`src/rtl/sar_pkg.sv`:
```
package sar_pkg;
  typedef enum logic [1:0] {
    ST_IDLE  = 2'd0,
    ST_TRIAL = 2'd1,
    ST_ACQ   = 2'd2
  } sar_state_e;
endpackage

```
`src/rtl/sar_rst_sync.sv`:
```
module sar_rst_sync #(
  parameter int STAGES = 2
) (
  input  logic clk,
  input  logic rst_n,
  output logic rst_sync_n
);
  logic [STAGES-1:0] sync_q;

  always_ff @(posedge clk or negedge rst_n) begin
    if (!rst_n) sync_q <= '0;
    else        sync_q <= {sync_q[STAGES-2:0], 1'b1};
  end

  assign rst_sync_n = sync_q[STAGES-1];
endmodule

```
`src/rtl/sar_host_decode.sv`:
```
module sar_host_decode (
  input  logic chip_en,
  input  logic chip_sel_n,
  input  logic rd_conv,
  output logic start_req,
  output logic read_req
);
  logic selected;

  always_comb begin
    selected  = chip_en && !chip_sel_n;
    start_req = selected && !rd_conv;
    read_req  = selected &&  rd_conv;
  end
endmodule

```
`src/rtl/sar_engine.sv`:
```
module sar_engine
  import sar_pkg::*;
#(
  parameter int WIDTH      = 12,
  parameter int SHORT_BITS = 8,
  parameter int ACQ_CYCLES = 4
) (
  input  logic             clk,
  input  logic             rst_n,
  input  logic             start_req,
  input  logic             start_short,
  input  logic             cmp_above,
  output logic [WIDTH-1:0] sar_code,
  output logic             hold,
  output logic             clk_en,
  output logic             busy,
  output logic             converting
);
  localparam int IDXW       = $clog2(WIDTH);
  localparam int CNTW       = $clog2(ACQ_CYCLES + 1);
  localparam int SHORT_LAST = WIDTH - SHORT_BITS;

  sar_state_e       st_q, st_d;
  logic [WIDTH-1:0] sar_q, sar_d;
  logic [IDXW-1:0]  idx_q, idx_d, idx_nx, last_idx;
  logic             short_q, short_d;
  logic [CNTW-1:0]  cnt_q, cnt_d;

  assign last_idx = short_q ? IDXW'(SHORT_LAST) : '0;
  assign idx_nx   = idx_q - 1'b1;

  always_comb begin
    st_d    = st_q;
    sar_d   = sar_q;
    idx_d   = idx_q;
    short_d = short_q;
    cnt_d   = cnt_q;
    case (st_q)
      ST_IDLE: begin
        if (start_req) begin
          st_d             = ST_TRIAL;
          sar_d            = '0;
          sar_d[WIDTH-1]   = 1'b1;
          idx_d            = IDXW'(WIDTH - 1);
          short_d          = start_short;
        end
      end
      ST_TRIAL: begin
        if (cmp_above) sar_d[idx_q] = 1'b0;
        if (idx_q == last_idx) begin
          st_d  = ST_ACQ;
          cnt_d = CNTW'(ACQ_CYCLES - 1);
        end else begin
          idx_d         = idx_nx;
          sar_d[idx_nx] = 1'b1;
        end
      end
      ST_ACQ: begin
        if (cnt_q == '0) st_d = ST_IDLE;
        else             cnt_d = cnt_q - 1'b1;
      end
      default: st_d = ST_IDLE;
    endcase
  end

  always_ff @(posedge clk or negedge rst_n) begin
    if (!rst_n) begin
      st_q    <= ST_IDLE;
      sar_q   <= '0;
      idx_q   <= '0;
      short_q <= 1'b0;
      cnt_q   <= '0;
    end else begin
      st_q    <= st_d;
      sar_q   <= sar_d;
      idx_q   <= idx_d;
      short_q <= short_d;
      cnt_q   <= cnt_d;
    end
  end

  assign sar_code   = sar_q;
  assign converting = (st_q == ST_TRIAL);
  assign hold       = converting;
  assign clk_en     = converting;
  assign busy       = (st_q != ST_IDLE);


  start_load_chk: assert property (@(posedge clk) disable iff (!rst_n)
    (st_q == ST_IDLE && start_req) |=>
      (hold && clk_en && busy && sar_q == {1'b1, {(WIDTH-1){1'b0}}}));


  trial_step_chk: assert property (@(posedge clk) disable iff (!rst_n)
    (st_q == ST_TRIAL && idx_q != last_idx) |=>
      (st_q == ST_TRIAL && idx_q == $past(idx_q) - 1'b1 && sar_q[idx_q]));


  no_restart_chk: assert property (@(posedge clk) disable iff (!rst_n)
    (st_q == ST_TRIAL && start_req) |=> $stable(short_q));


  short_zero_chk: assert property (@(posedge clk) disable iff (!rst_n)
    (st_q == ST_ACQ && short_q) |-> (sar_q[SHORT_LAST-1:0] == '0));


  finish_chk: assert property (@(posedge clk) disable iff (!rst_n)
    (st_q == ST_TRIAL && idx_q == last_idx) |=> (!hold && !clk_en && busy));


  acq_busy_chk: assert property (@(posedge clk) disable iff (!rst_n)
    $fell(hold) |-> busy);
endmodule

```
`src/rtl/sar_bus_mux.sv`:
```
module sar_bus_mux #(
  parameter int WIDTH  = 12,
  parameter int BYTE_W = 8
) (
  input  logic             clk,
  input  logic             rst_n,
  input  logic [WIDTH-1:0] result,
  input  logic             read_req,
  input  logic             converting,
  input  logic             fmt12,
  input  logic             addr0,
  output logic [WIDTH-1:0] bus_data,
  output logic             bus_oe
);
  localparam int LOW_W = WIDTH - BYTE_W;

  logic [WIDTH-1:0] hi_word, lo_word, sel_word;

  assign hi_word = {result[WIDTH-1 -: BYTE_W], {LOW_W{1'b0}}};
  assign lo_word = {result[LOW_W-1:0], {BYTE_W{1'b0}}};

  always_comb begin
    if (fmt12)      sel_word = result;
    else if (addr0) sel_word = lo_word;
    else            sel_word = hi_word;
    bus_oe   = read_req && !converting;
    bus_data = bus_oe ? sel_word : '0;
  end


  oe_conv_chk: assert property (@(posedge clk) disable iff (!rst_n)
    bus_oe |-> !converting);


  oe_zero_chk: assert property (@(posedge clk) disable iff (!rst_n)
    !bus_oe |-> (bus_data == '0));
endmodule

```
`src/rtl/sar_adc_ctrl.sv`:
```
module sar_adc_ctrl #(
  parameter int WIDTH      = 12,
  parameter int SHORT_BITS = 8,
  parameter int ACQ_CYCLES = 4
) (
  input  logic             clk,
  input  logic             rst_n,
  input  logic             chip_en,
  input  logic             chip_sel_n,
  input  logic             rd_conv,
  input  logic             fmt12,
  input  logic             addr0,
  input  logic             cmp_above,
  output logic [WIDTH-1:0] dac_code,
  output logic             hold,
  output logic             clk_en,
  output logic             busy,
  output logic [WIDTH-1:0] bus_data,
  output logic             bus_oe
);
  logic rst_core_n;
  logic start_req, read_req, converting;

  sar_rst_sync #(.STAGES(2)) u_rst (
    .clk        (clk),
    .rst_n      (rst_n),
    .rst_sync_n (rst_core_n)
  );

  sar_host_decode u_dec (
    .chip_en    (chip_en),
    .chip_sel_n (chip_sel_n),
    .rd_conv    (rd_conv),
    .start_req  (start_req),
    .read_req   (read_req)
  );

  sar_engine #(
    .WIDTH      (WIDTH),
    .SHORT_BITS (SHORT_BITS),
    .ACQ_CYCLES (ACQ_CYCLES)
  ) u_eng (
    .clk         (clk),
    .rst_n       (rst_core_n),
    .start_req   (start_req),
    .start_short (addr0),
    .cmp_above   (cmp_above),
    .sar_code    (dac_code),
    .hold        (hold),
    .clk_en      (clk_en),
    .busy        (busy),
    .converting  (converting)
  );

  sar_bus_mux #(
    .WIDTH  (WIDTH),
    .BYTE_W (SHORT_BITS)
  ) u_bus (
    .clk        (clk),
    .rst_n      (rst_core_n),
    .result     (dac_code),
    .read_req   (read_req),
    .converting (converting),
    .fmt12      (fmt12),
    .addr0      (addr0),
    .bus_data   (bus_data),
    .bus_oe     (bus_oe)
  );
endmodule

```
`config.mk`:
```
export PLATFORM = sky130hd
export DESIGN_NAME = sar_adc_ctrl
export DESIGN_NICKNAME = d
export VERILOG_FILES = /design/src/rtl/sar_pkg.sv /design/src/rtl/sar_rst_sync.sv /design/src/rtl/sar_host_decode.sv /design/src/rtl/sar_engine.sv /design/src/rtl/sar_bus_mux.sv /design/src/rtl/sar_adc_ctrl.sv
export SDC_FILE = /design/constraint.sdc
export NUM_CORES = 1
export LEC_CHECK = 0
export ABC_AREA = 1
export BUFFER_PORTS_ARGS = -buffer_cell sky130_fd_sc_hd__buf_2
export CAP_MARGIN = 20
export CORE_ASPECT_RATIO = 0.6
export CORE_MARGIN = 5
export CORE_UTILIZATION = 53
export DETAILED_ROUTE_END_ITERATION = 16
export PLACE_DENSITY = 0.79
export RECOVER_POWER = 50
export SLEW_MARGIN = 20
export SYNTH_ARGS = -nofsm -noshare
export SYNTH_HDL_FRONTEND = slang
export SYNTH_HIERARCHICAL = 1
export SYNTH_SLANG_ARGS = --single-unit
```
`constraint.sdc`:
```
create_clock -name clk -period 1.63 [get_ports clk]
set_input_delay 0.326 -clock clk [delete_from_list [all_inputs] [get_ports clk]]
set_output_delay 0.326 -clock clk [all_outputs]
set_load 0.05 [all_outputs]
```
# After elaboration in Yosys (flattened, before gate mapping)
# Cells that the tools add are included.
# Widths: inputs -> output; s select.
# word_totals
register_bits	24
in_bits	8
output_inout_bits	28
elab_cells	65
# op_classes
add_sub_neg	2
order_cmp	4
eq_ne	8
muxes	23
bitwise_logic	3
reduce_logical	19
# ops
cell	count
$mux 12	7
$pmux 12 s2	1
$and 12x12->12	1
$not 12->12	1
$or 12x12->12	1
$lt 4x5->1 const B	2
$mux 3	3
$reduce_and 3->1	3
$demux 1 s4	2
$ge 4x1->1 const B	2
$mux 4	2
$ne 2x2->1 const B	4
$pmux 4 s2	1
$logic_and 1x1->1	6
$mux 2	3
$pmux 2 s3	1
$pmux 3 s2	1
$reduce_bool 2->1	3
$eq 4x4->1	1
$reduce_and 2->1	2
$sub 4x1->4 const B	1
$logic_not 1->1	3
$logic_not 3->1	1
$sub 3x1->3 const B	1
5 further kinds	6

# Logic depth before layout (Yosys ltp)
# Gate-level depths: netlist (run 1).
# depth
word_depth	11
mapped_depth	8
depth_no_buf	8

# Modules after synthesis
# The synthesis (run 1) kept the hierarchy.
# by_module_without_submodules
module	n_inst	cells_per_inst	area_each_um2	seq_area_each_um2
sar_engine	1	160	1307.5	550.5
sar_bus_mux	1	38	162.7	0.0
sar_rst_sync	1	3	53.8	50.0
sar_host_decode	1	5	18.8	0.0

# Worst setup path after synthesis (run 1)
# OpenSTA, ideal clock, no wires.
# synth_timing
path_kind	register -> output
from	register u_eng.st_q[0]
to	output port bus_data[0]
arrival_ps	2073
t_required_ps	1304
slack_ps	-769
stages_incl_launch_ff	8
n_path_buf	2
path_cell_list	dfrtp_1 > inv_2 > nor2_4 > buf_6 > buf_4 > nor2_4 > nand2_1 > nor2_1
# synth_via
elab_chain_len	4
# synth_lines
item	line_no	text
start: declaration	sar_engine.sv:23	sar_state_e st_q, st_d;
start signal: assignment	sar_engine.sv:74	st_q <= st_d;
$eq 2x1->1	sar_engine.sv:83	assign converting = (st_q == ST_TRIAL);
via clk_en	sar_adc_ctrl.sv:16	output logic clk_en,
$logic_not 1->1	sar_bus_mux.sv:26	bus_oe = read_req && !converting;
$logic_and 1x1->1	sar_bus_mux.sv:26	
via bus_oe	sar_adc_ctrl.sv:19	output logic bus_oe
$mux 12	sar_bus_mux.sv:27	bus_data = bus_oe ? sel_word : '0;
end: declaration	sar_adc_ctrl.sv:18	output logic [WIDTH-1:0] bus_data,
# The timed path passes the listed nets, and every way through them passes these cells.

# Worst setup path in the final report (run 1)
# layout_timing
from	register u_eng.st_q[0]
to	output port bus_data[8]
# layout_via
elab_chain_len	4
# layout_lines
item	line_no
$eq 2x1->1	sar_engine.sv:83
$logic_not 1->1	sar_bus_mux.sv:26
$logic_and 1x1->1	sar_bus_mux.sv:26
$mux 12	sar_bus_mux.sv:27
# No other way between the ends.

==> results_dict.tcl, run 1 <==
set metrics [dict create \
    cts-root-buf "clkbuf_8" \
    hold_path_class "in2async" \
    swShare 0.562 \
    hold_viol 0 \
    grt_pass1_vias 1407 \
    synth_warnings 6 \
    p_per_area_nw_per_um2 1990 \
    setup_viol 15 \
    ys_seq_area_frac 0.389 \
    critical_path_class "reg2out" \
    rsz0062_at_grt "true" \
    fin_crit_ns 1.77 \
    clock_path_buffers 2 \
    gp_congestion 0.843 \
    drt_first_pass_iters 4 \
    cts.clk_slew.worst_paths_ns 0.08 \
    clock_sinks 24 \
    tightest_slew_ns 1.19 \
    switchingPower_mw 2.32 \
    drc 0 \
    die_area_um2 4130 \
    avgSynthCellArea_um2 7.49 \
    syn-cell-area_um2 1540 \
    final_cell_area_um2 2080 \
    internal_power_mw 1.81 \
    syn_inst 206 \
    vias 1535 \
    grt_overflow 0 \
    cp-start-kind "flip-flop" \
    ys_ff_latch 24 \
    hold_ws_ns 0.356 \
    viasPerCell 5.22 \
    status "complete, but fails checks" \
    synth_cell_types 23 \
    grt_use_total 0.210 \
    p_leak_nw 1.01 \
    coreArea_um2 2830 \
    num-nets-final 267 \
    worst_slack_ns -0.135 \
    endpoint_kind "output port" \
    cts_max_level 1 \
    violations "setup timing" \
    maxSlewViolCount 0 \
    io_buffers 35 \
    combPwrFrac 0.645 \
    synthToLayoutAreaGrowth_pct 34.7 \
    seqPwrFrac 0.259 \
    io_pins 36 \
    place_area_um2 1890 \
    cp.required_ns 1.30 \
    row_count 15 \
    start_util 0.544 \
    fp.dieW_um 79.7 \
    max_freq_mhz 567 \
    arrival_ns 1.44 \
    wl_per_cell_um 13.7 \
    pwr-share-clk 0.096 \
    ir_drop_mv 1.11 \
    grt_pass1_wl_um 6710 \
    antenna_found_initial 0 \
    fin_setup_tns_ns -1.45 \
    cts_tree "yes" \
    cts_buffers 3 \
    path_max_fanout 5 \
    synth_nets 220 \
    cap_violations 0 \
    skew_ns 0.00264 \
    min_period_over_period 1.08 \
    totalWireLength_um 4040 \
    maxSlewHeadroom 0.205 \
    dp_hpwl_um 3100 \
    ant_nets 0 \
    clkLatencyLatePin_ns 0.26 \
    grt_max_degree 23 \
    dieHeight_um 51.8 \
    fin_util 0.733 \
    drtIter0Drc 152 \
    diodes 0 \
    drive_gt1_frac 0.317 \
]
synth_stat cells (all sizes together):
library cell | number | share of area
nand3 | 22 | 0.075
conb | 1 | 0.0024
nand4 | 3 | 0.022
dfrtp | 24 | 0.39
o211ai | 8 | 0.039
nand2 | 59 | 0.16
inv | 26 | 0.063
a21oi | 5 | 0.019
o21ai | 10 | 0.032
buf | 5 | 0.032
nor2 | 34 | 0.11
o21bai | 3 | 0.015
ha | 6 | 0.049
placed cells by master (no fill, tap or decap), types with 6 or more instances in the layout:
cell       n
nand2_1   48
dfrtp_1   24
inv_1     22
nand3_1   21
nor2_4    17
nor2_1    16
buf_2     15
buf_6     10
buf_4     10
nand2_2    8
o211ai_1   8
o21ai_1    8
clkbuf_1   6
ha_1       6
critical path, cell delays in order, from the launching register on:
cell and delay, ns:
dfrtp_1 0.41, inv_2 0.09, nor2_4 0.06, nor2_4 0.20
nand2_1 0.16, nor2_4 0.10, buf_6 0.16
routing by layer:
layer	share of wire	global-route usage
met5	0	0
met4	0.0020	0.0257
met3	0.093	0.0467
met2	0.42	0.305
met1	0.48	0.324
power groups by stage:
stage	Clock (mW)	Sequential (mW)	Combinational [mW]
floorplan	0	1.49	1.65
global placement	0	1.06	2.53
detailed placement	0	1.08	2.58
CTS	0.407	1.07	2.66
global route	0.434	1.10	2.91
finish	0.396	1.07	2.67
per-stage QoR:
| step | power (mW) | cells | setup WS (ns) |
|---|---|---|---|
| 2_1_floorplan | 3.14 | 206 | -0.359 |
| 3_3_place_gp | 3.60 | 288 | -0.118 |
| 3_5_place_dp | 3.65 | 288 | -0.135 |
| 4_1_cts | 4.13 | 294 | -0.137 |
| 5_1_grt | 4.44 | 294 | -0.181 |
| 6_report | 4.14 | 294 | -0.135 |
area by class of cell:
| type | count | area [µm²] |
|---|---|---|
| multi-input cells | 152 | 917 |
| fillers | 218 | 756 |
| flip-flops and latches | 24 | 601 |
| repair buffers | 46 | 355 |
| inverters | 26 | 97.6 |
| clock buffers | 4 | 55.1 |
| well taps | 42 | 52.6 |
state kept, by name, summed over array words and instances (netlist names):
register        count
u_eng/cnt_q         3
u_eng/idx_q         4
u_eng/sar_code     12
u_eng/short_q       1
u_eng/st_q          2
u_rst/sync_q        2
worst paths after layout:
kind                            startpoint                end  slack, ns  cells after the start
min                                  rst_n    u_rst/sync_q[0]       0.36                      2
min reg2reg                u_rst/sync_q[0]    u_rst/sync_q[1]       0.36                      0
max reg2reg                 u_eng/idx_q[1]  u_eng/sar_code[8]       0.12                      6
min in group clk           u_rst/sync_q[0]    u_rst/sync_q[1]       0.36                      0
max                          u_eng/st_q[0]        bus_data[8]      -0.14                      6
max in group asynchronous  u_rst/sync_q[1]  u_eng/sar_code[6]       0.36                      1
cell families (layout without fill, tap and decap cells):
| logic type | Yosys count | in the layout | synth area share |
|---|---|---|---|
| simple gates | 118 | 119 | 0.360 |
| buf+inv | 31 | 76 | 0.0949 |
| compound gates | 26 | 26 | 0.105 |
| flops | 24 | 24 | 0.389 |
| fa+ha+maj | 6 | 6 | 0.0487 |
| other cells | 1 | 1 | 0.00243 |
what timing repair did:
action | CTS | global route
hold buffers | 1 | 0
setup endpoints to repair | 15 | 15
resized for setup | 34 | 5
gates cloned | 1 | 0
buffers inserted | 0 | 0
pin swaps | 6 | 3
endpoints found under the hold margin | 2 | 0
Note: power is estimated with default switching activity, not from simulation.
==> inputs of run 2 (changes only) <==
--- a/config.mk
+++ b/config.mk
@@ -8,11 +8,13 @@
 export ABC_AREA = 1
 export BUFFER_PORTS_ARGS = -buffer_cell sky130_fd_sc_hd__buf_2
 export CAP_MARGIN = 20
+export CELL_PAD_IN_SITES_DETAIL_PLACEMENT = 1
+export CELL_PAD_IN_SITES_GLOBAL_PLACEMENT = 1
 export CORE_ASPECT_RATIO = 0.6
 export CORE_MARGIN = 5
-export CORE_UTILIZATION = 53
+export CORE_UTILIZATION = 38
 export DETAILED_ROUTE_END_ITERATION = 16
-export PLACE_DENSITY = 0.79
+export PLACE_DENSITY_LB_ADDON = 0.1
 export RECOVER_POWER = 50
 export SLEW_MARGIN = 20
 export SYNTH_ARGS = -nofsm -noshare
==> run 2 against run 1 <==
The run still ends with setup timing left. Sequential share of layout area shrank 1.6 points. Die area grew 33%. Cell area grew 5.7%. Via count grew 5.3%. Setup slack lost 0.045 ns. Fmax shrank 2.5%. Total power grew 14%. Clock power grew 31%. Count of clock-buffer cells in the layout shrank 1. Flip-flop and latch count is the same. Critical endpoint unchanged. Largest cell class unchanged. Highest routed layer unchanged.
==> results_dict.tcl, run 2 (synthesis results as in run 1) <==
set metrics [dict create \
    final_cell_mix "nand2_1, dfrtp_1, inv_1" \
    use_met1 0.279 \
    path_max_fanout 5 \
    ir_drop_mv 1.53 \
    fp.dieW_um 92.3 \
    fill_cells 488 \
    ant_nets 0 \
    row_count 17 \
    p_total_mw 4.70 \
    worst_slack_ns -0.180 \
    largest_register_ffs 12 \
    viasPerCell 5.32 \
    p_per_area_nw_per_um2 2140 \
    tightest_slew_ns 0.600 \
    grt_pass1_wl_um 8730 \
    critical_path_class "reg2out" \
    final_common_cell "nand2_1" \
    clock_path_buffers 2 \
    maxSlewHeadroom 0.602 \
    clkLatencyLatePin_ns 0.27 \
    diodes 0 \
    start_util 0.407 \
    drt_first_pass_iters 4 \
    violations "setup timing" \
    grt_max_degree 23 \
    gr-max-usage-layer "met2" \
    drc 0 \
    setup_viol 18 \
    drive_gt1_frac 0.346 \
    p_leak_nw 1.07 \
    status "complete, but fails checks" \
    fin_crit_ns 1.81 \
    drtIter0Drc 93 \
    cts_max_level 1 \
    max_freq_mhz 553 \
    multi_input_area_um2 922 \
    hold_path_class "reg2async" \
    dp_hpwl_um 4070 \
    skew_ns 0.00829 \
    grt_use_total 0.207 \
    stdcell_count 304 \
    use_met2 0.348 \
    clock_sinks 24 \
    cap_violations 0 \
    rsz0062_at_grt "true" \
    antenna_found_initial 0 \
    gp_congestion 0.836 \
    coreArea_um2 3790 \
    wl_per_cell_um 18.3 \
    cts-root-buf "clkbuf_8" \
    hold_viol 0 \
    dpl.cell_count 292 \
    vias 1616 \
    totalWireLength_um 5560 \
    cts.clk_slew.worst_paths_ns 0.09 \
    cts_tree "yes" \
    min_period_over_period 1.11 \
    dieHeight_um 59.4 \
    cts_buffers 3 \
    endpoint_kind "output port" \
    grt_pass1_vias 1672 \
    synthToLayoutAreaGrowth_pct 42.4 \
    io_buffers 35 \
    grtUsageMet3 0.0393 \
    die_area_um2 5480 \
    arrival_ns 1.48 \
    grt_overflow 0 \
    num-nets-final 272 \
    io_pins 36 \
    maxSlewViolCount 0 \
    cp.required_ns 1.30 \
    seq_area_um2 601 \
    cp-start-kind "flip-flop" \
]
[run 2: worst paths after layout]
kind / from / to / slack (ns) / depth (start not counted)
min reg2reg: u_rst/sync_q[1] / u_eng/cnt_q[1] / 0.33 / 1
max: u_eng/st_q[0] / bus_data[8] / -0.18 / 6
max in group asynchronous: u_rst/sync_q[1] / u_eng/sar_code[0] / 0.91 / 1
max reg2reg: u_eng/st_q[0] / u_eng/sar_code[6] / -0.04 / 8
min in group clk: u_rst/sync_q[0] / u_rst/sync_q[1] / 0.37 / 0
min: u_rst/sync_q[1] / u_eng/cnt_q[1] / 0.33 / 1
[run 2: worst max-delay path, cell delays in order, from the launching register on]
cell and delay (ns):
dfrtp_1 0.44, inv_2 0.10, nor2_4 0.06, nor2_4 0.18, nand2_1 0.16, nor2_4 0.11
buf_6 0.16
[run 2: final cells by class]
cell class              instances  share of cell area
clock inverters                 1              0.0137
multi-input cells             152               0.420
repair buffers                 51               0.203
inverters                      26              0.0444
clock buffers                   3              0.0188
flip-flops and latches         24               0.273
well taps                      47              0.0268
[run 2: metrics by stage]
stage	hold slack, ns	utilization	setup WS, ns	instance area, µm²	TNS (ns)
after global placement	0.111	0.503	-0.126	1910	-1.15
after detailed placement	0.115	0.503	-0.181	1910	-1.97
final	0.327	0.580	-0.180	2200	-1.93
after CTS	0.235	0.557	-0.156	2110	-1.76
after floorplan	0.0304	-	-0.359	1650	-4.09
after global routing	0.371	0.580	-0.201	2200	-2.55
[run 2: per-layer routing]
metal  share of wire  routed length (µm)
met1            0.45                2500
met2            0.48                2660
met3           0.052                 287
met4           0.020                 113
met5               0                   0
[run 2: timing repair]
item | in CTS | in global routing
hold buffers | 1 | 0
gates cloned | 1 | 0
endpoints found under the setup margin | 15 | 23
buffers inserted | 0 | 7
resized for setup | 37 | 15
hold endpoints to repair | 2 | 0
pin swaps | 3 | 7
[run 2: power by group]
group | leakage, nW | internal, mW | switching, mW
clock network | 0.0357 | 0.328 | 0.191
logic | 0.740 | 0.966 | 2.12
registers | 0.290 | 0.839 | 0.257
